===== config.mk =====
export PLATFORM = sky130hd
export DESIGN_NAME = pte_perm_eval
export DESIGN_NICKNAME = d
export VERILOG_FILES = /design/src/rtl/pte_chk_pkg.sv /design/src/rtl/pte_perm_eval.sv
export SDC_FILE = /design/constraint.sdc
export NUM_CORES = 1
export LEC_CHECK = 0
export BUFFER_PORTS_ARGS = -buffer_cell sky130_fd_sc_hd__buf_4
export CAP_MARGIN = 20
export CORE_AREA = 4 4 41 43
export DETAILED_ROUTE_END_ITERATION = 10
export DIE_AREA = 0 0 45 47
export PLACE_DENSITY = 0.3
export SLEW_MARGIN = 40
export SYNTH_ARGS = -nofsm -noshare
export SYNTH_HDL_FRONTEND = slang
export SYNTH_SLANG_ARGS = --single-unit

===== constraint.sdc =====
create_clock -name vclk -period 0.9
set_clock_uncertainty 0.15 [all_clocks]
set_input_delay 0.09 -clock vclk [all_inputs]
set_output_delay 0.09 -clock vclk [all_outputs]
set_load 0.02 [all_outputs]

===== src/rtl/pte_chk_pkg.sv =====
package pte_chk_pkg;

  localparam int ATTR_W = 8;

  localparam int BIT_V = 0;
  localparam int BIT_R = 1;
  localparam int BIT_W = 2;
  localparam int BIT_X = 3;
  localparam int BIT_U = 4;
  localparam int BIT_G = 5;
  localparam int BIT_A = 6;
  localparam int BIT_D = 7;

  typedef enum logic [1:0] {
    ACC_READ  = 2'd0,
    ACC_WRITE = 2'd1,
    ACC_RDWR  = 2'd2,
    ACC_EXEC  = 2'd3
  } acc_e;

  // malformed or absent entry
  function automatic logic f_bad_entry(input logic [ATTR_W-1:0] a);
    return !a[BIT_V] || (a[BIT_W] && !a[BIT_R]);
  endfunction

  // no leaf permission at all: next-level pointer
  function automatic logic f_is_link(input logic [ATTR_W-1:0] a);
    return !(a[BIT_R] || a[BIT_W] || a[BIT_X]);
  endfunction

  // R/W/X check independent of privilege
  function automatic logic f_rwx_ok(input acc_e acc, input logic [ATTR_W-1:0] a,
                                    input logic mxr);
    logic rd_ok;
    rd_ok = a[BIT_R] || (a[BIT_X] && mxr);
    case (acc)
      ACC_READ:  return rd_ok;
      ACC_WRITE: return a[BIT_W];
      ACC_RDWR:  return rd_ok && a[BIT_W];
      default:   return a[BIT_X];
    endcase
  endfunction

  function automatic logic f_stores(input acc_e acc);
    return (acc == ACC_WRITE) || (acc == ACC_RDWR);
  endfunction

endpackage


===== src/rtl/pte_perm_eval.sv =====
module pte_perm_eval
  import pte_chk_pkg::*;
(
  input  logic [ATTR_W-1:0] attr,
  input  acc_e              acc,
  input  logic              priv_user,
  input  logic              mxr,
  input  logic              sum,
  output logic              perm_ok
);
  logic priv_ok;

  always_comb begin
    if (priv_user)
      priv_ok = attr[BIT_U];
    else if (attr[BIT_U])
      priv_ok = sum && (acc != ACC_EXEC);
    else
      priv_ok = 1'b1;
    perm_ok = priv_ok && f_rwx_ok(acc, attr, mxr);
  end
endmodule


After elaboration in Yosys (flattened, before gate mapping)
Cells that the tools add are included.
Word-level totals
  flip-flop bits (word level): 0
  output and inout port bits: 1
  logic and storage cells: 12
Cells by class
  eq/ne operators: 3
  multiplexer cells: 3
  reductions and logical operators: 6
Operators with widths (count)
  logical AND 1 bit: 4
  one-hot mux 1 bit (3 select lines): 1
  equality test 2 x 1 -> 1 bit (second input constant): 1
  equality test 2 bit (second input constant): 1
  zero test 2 bit: 1
  2-to-1 mux 1 bit: 2
  inequality test 2 bit (second input constant): 1
  logical OR 1 bit: 1

Longest topological paths before layout
Gate-level depths: netlist of run 1.
  depth in word-level cells: 5
  depth in mapped cells: 3

Worst setup path after synthesis of run 1
Ideal clock, no wire load.
  path kind: input port to output port
  start point: input port acc[0]
  end point: output port perm_ok
  arrival time: 764 ps
  path slack: -104 ps
  stages on the path: 3
  buffers on the path: 0
  cells stage by stage: mux2i_1 > a211o_1 > nor3_2
On the way
  longest elaborated chain between the ends: 5
  elaborated cells between the ends (all ways): 9
  classes of those cells: eq/ne: 3; mux: 3; reduce/logical: 3
Ends and longest elaborated chain
  start, declared: line pte_perm_eval.sv:5  | input acc_e acc,
  inequality test 2 bit: line pte_perm_eval.sv:17  | priv_ok = sum && (acc != ACC_EXEC);
  logical AND 1 bit: line pte_perm_eval.sv:17
  2-to-1 mux 1 bit: line pte_perm_eval.sv:16  | else if (attr[BIT_U])
  2-to-1 mux 1 bit: line pte_perm_eval.sv:14  | if (priv_user)
  logical AND 1 bit (*): line pte_perm_eval.sv:20  | perm_ok = priv_ok && f_rwx_ok(acc, attr, mxr);
  end, declared: line pte_perm_eval.sv:9  | output logic perm_ok
Every way passes the cells marked *; elsewhere a longest branch is shown, timed or not.

Worst setup path in the final report of run 1
Ends and elaborated chain as after synthesis.

==> results.toml, run 1 <==
[run_status]
outcome = "complete, but fails checks"
violations = "setup timing"

[synth]
synth.top_cell.area_share_pct = 15.4
synth_nets = 22
avgSynthCellArea_um2 = 7.23
ys_top_cells_by_area = "mux2i_1, nor3_2, a211o_1"
synth-seq-area-share_pct = 0
syn_area_um2 = 65.1
yosys.area.top_type = "mux2i_1"
synth.yosys.warnings = 0
synthCells = 9
synth_cell_types = 9

[setup_path]
crit_fanout = 3
arrival_ps = 850
critPathKind = "in2out"
end_kind = "output port"
start_kind = "input port"
critical_path_required_ps = 660

[cts]
ctsHoldBuffers = 0
cts_setup_buffers = 0

[floorplan]
die_height_um = 47
rows = 13
core_mm2 = 0.00130
fp.dieArea_mm2 = 0.00212
dieWidth_um = 45
ios = 14
initial_core_util_pct = 5.00

[sta]
fmax_ghz = 0.920
fin_crit_ps = 1090
finalSetupTns_ps = -187
final_max_slew_viol_count = 0
final.period_utilization_pct = 121
worst_slew_pin_slew_ps = 234
setup_viol = 1
relSlewSlack_pct = 84.4
worst_slack_ps = -187
rsz0062_at_grt = "yes"
hold_violations = 0

[cells_and_area]
stdcell_count = 35
multi_input_area_um2 = 71.3
fillers = 162
utilization_pct = 14.4
final_cell_mix = "buf_4, buf_6"
num-nets-final = 35
drive_gt1_share_pct = 60.0
clock_buffers = 0
seqCellArea_um2 = 0
area_growth_pct = 188
final_common_cell = "buf_4"
num_antenna_cells = 0
n_sequential_cell = 0

[power_and_ir_drop]
p_leak_nw = 0.0848
clockPowerShare_pct = 0
power.internal_mw = 0.0562
switching_share_pct = 36.7
seqPwrFrac_pct = 0
ir_drop_v = 0.000103
power_frac_comb_pct = 100.0
total_power_mw = 0.0888
power_density_mw_per_mm2 = 473
p_switching_mw = 0.0326

[place]
numPlacedInstances = 35
place_congestion = 0.591
port_buffers = 10

[routing]
final_antenna_net_count = 0
remaining_drc_errors = 0
wl_um = 283
vias = 107
drt_iter0_markers = 0
vias_per_cell = 3.06
drt-pass1-iter-count = 1
wl_per_cell_um = 8.09

[global_routing]
overflow = 0
antenna_found_initial = 0
grt_max_degree = 4
grt_pass1_vias = 114
grt_usage_pct = 2.91
grt_pass1_wl_um = 462

[flow_run]
cap_violations = 0

[worst_hold_path]
hold-path-cell-count = 4
worstHoldPathType = "in2out"
==> layout make-up <==
cell class	count	share of cell area (%)
multi-input cells	9	38.0
repair buffers	11	52.0
well taps	15	10.0
==> critical path: stages <==
cell,delay [ps]
buf_8,80
buf_6,80
a211oi_1,30
a211o_1,300
nor3_4,130
buf_6,140
==> power by group through the flow <==
stage | sequential, mW | combinational, mW | clock [mW]
2_1_floorplan | 0 | 0.0324 | 0
3_3_place_gp | 0 | 0.0794 | 0
3_5_place_dp | 0 | 0.0806 | 0
4_1_cts | 0 | 0.0845 | 0
5_1_grt | 0 | 0.0953 | 0
6_report | 0 | 0.0888 | 0
==> metrics by stage <==
step                      setup slack [ps]  hold WS (ps)  area [um2]
after CTS                             -240           439         176
after global placement                -239           450         173
final                                 -187           438         188
after global routing                  -224           456         188
after floorplan                      -56.3           223        71.3
after detailed placement              -256           456         173
==> timing repair <==
item | CTS | global route
endpoints found under the hold margin | 0 | 0
setup endpoints to repair | 1 | 1
pin swaps | 1 | 1
resized for setup | 1 | 3
==> per-layer routing <==
layer	up-vias	wire length [um]	GRT usage, %	part of all wire (%)
li1	57	-	-	-
met1	42	145	4.05	51
met2	8	88	4.52	31
met3	0	49	1.15	17
met4	0	0	0	0
met5	-	0	0	0
==> kinds of logic after synthesis <==
group	after synthesis	share of synthesized area (%)
AOI/OAI and AO/OA	3	32.7
and+or+nand+nor	5	51.9
muxes	1	15.4
==> cells in the mapped netlist <==
cell type,count
mux2i_1,1
nor3_2,1
a21oi_1,1
a211oi_1,1
nor3b_1,1
nor2b_1,1
nand2_1,1
nand2b_1,1
a211o_1,1
==> final timing paths <==
check / start / endpoint / slack, ps
max: acc[0] / perm_ok / -190
min: acc[1] / perm_ok / 440
(Power assumes the default switching activity.)
==> run 2, diff against run 1 <==
BUFFER_PORTS_ARGS = -buffer_cell sky130_fd_sc_hd__buf_2   (was -buffer_cell sky130_fd_sc_hd__buf_4)
==> results.toml, run 2 (synthesis gave the netlist of run 1 again) <==
[run_status]
outcome = "complete, but fails checks"
violations = "setup timing"

[worst_hold_path]
worstHoldPathType = "in2out"

[routing]
vias = 108
wl_per_cell_um = 8.62
remaining_drc_errors = 0
drt-pass1-iter-count = 1
drt_iter0_markers = 0
wl_um = 293
final_antenna_net_count = 0
vias_per_cell = 3.18

[cells_and_area]
num_antenna_cells = 0
drive_gt1_share_pct = 57.9
area_growth_pct = 140
stdcell_count = 34
clock_buffers = 0
n_sequential_cell = 0
seqCellArea_um2 = 0
num-nets-final = 34
final_common_cell = "buf_2"

[sta]
final_max_slew_viol_count = 0
rsz0062_at_grt = "yes"
fin_crit_ps = 1090
worst_slack_ps = -189
relSlewSlack_pct = 83.8
hold_violations = 0
final.period_utilization_pct = 121
setup_viol = 1
worst_slew_pin_slew_ps = 243
fmax_ghz = 0.918

[floorplan]
die_height_um = 47
rows = 13
fp.dieArea_mm2 = 0.00212
ios = 14
initial_core_util_pct = 5.00
core_mm2 = 0.00130
dieWidth_um = 45

[global_routing]
grt_pass1_vias = 118
grt_max_degree = 5
antenna_found_initial = 0
overflow = 0
grt_usage_pct = 2.91
grt_pass1_wl_um = 455

[power_and_ir_drop]
total_power_mw = 0.0740
clockPowerShare_pct = 0
switching_share_pct = 42.6
power.internal_mw = 0.0425
p_switching_mw = 0.0315
ir_drop_v = 0.0000950
power_frac_comb_pct = 100.0
seqPwrFrac_pct = 0
p_leak_nw = 0.0718
power_density_mw_per_mm2 = 473

[setup_path]
critPathKind = "in2out"
crit_fanout = 4
end_kind = "output port"
start_kind = "input port"
critical_path_required_ps = 660
arrival_ps = 850

[cts]
ctsHoldBuffers = 0
cts_setup_buffers = 0

[place]
numPlacedInstances = 34
port_buffers = 10
place_congestion = 0.588

[flow_run]
cap_violations = 0
-- run 2: changes by cell type in the layout (fill, tap and decap cells not counted), sizes merged --
| cell | change |
|---|---|
| buf | -1 |
-- run 2: what timing repair did --
| item | in CTS | in global routing |
|---|---|---|
| gates resized for setup | 3 | 2 |
| pin swaps | 1 | 1 |
| endpoints found under the setup margin | 1 | 1 |
| endpoints found under the hold margin | 0 | 0 |
-- run 2: routing by layer --
metal / up-vias / global-route usage, % / wire (um)
met2: 8 / 4.52 / 103
met1: 45 / 4.05 / 141
met3: 0 / 1.15 / 48
met4: 0 / 0 / 0
met5: - / 0 / 0
li1: 55 / - / -
-- run 2: worst paths after layout --
| check | start | to | slack, ps | cells past startpoint |
|---|---|---|---|---|
| worst max-delay path | acc[0] | perm_ok | -190 | 5 |
| worst min-delay path | acc[1] | perm_ok | 450 | 4 |
-- run 2: cell type report --
class,count,area [um2]
fillers,164,1140
repair buffers,10,66.3
well taps,15,18.8
multi-input cells,9,71.3
-- run 2: worst max-delay path, stage by stage --
cell     delay [ps]
buf_8           100
mux2i_1         110
a211o_1         280
nor3_4          130
buf_6           140
-- run 2: metrics by stage --
step                      cell area, um2  hold WS, ps  utilization (%)  TNS (ps)  setup WS, ps
after floorplan                     71.3          223                -     -56.3         -56.3
after global placement               140          465             10.8      -265          -265
after detailed placement             140          483             10.8      -296          -296
after CTS                            149          463             11.4      -259          -259
after global routing                 156          476             12.0      -222          -222
final                                156          455             12.0      -189          -189
-- run 2: power groups by stage --
stage / Combinational [mW] / Sequential (mW) / Clock (mW)
after detailed placement: 0.0641 / 0 / 0
after floorplan: 0.0324 / 0 / 0
after global routing: 0.0792 / 0 / 0
final: 0.0740 / 0 / 0
after global placement: 0.0618 / 0 / 0
after CTS: 0.0721 / 0 / 0
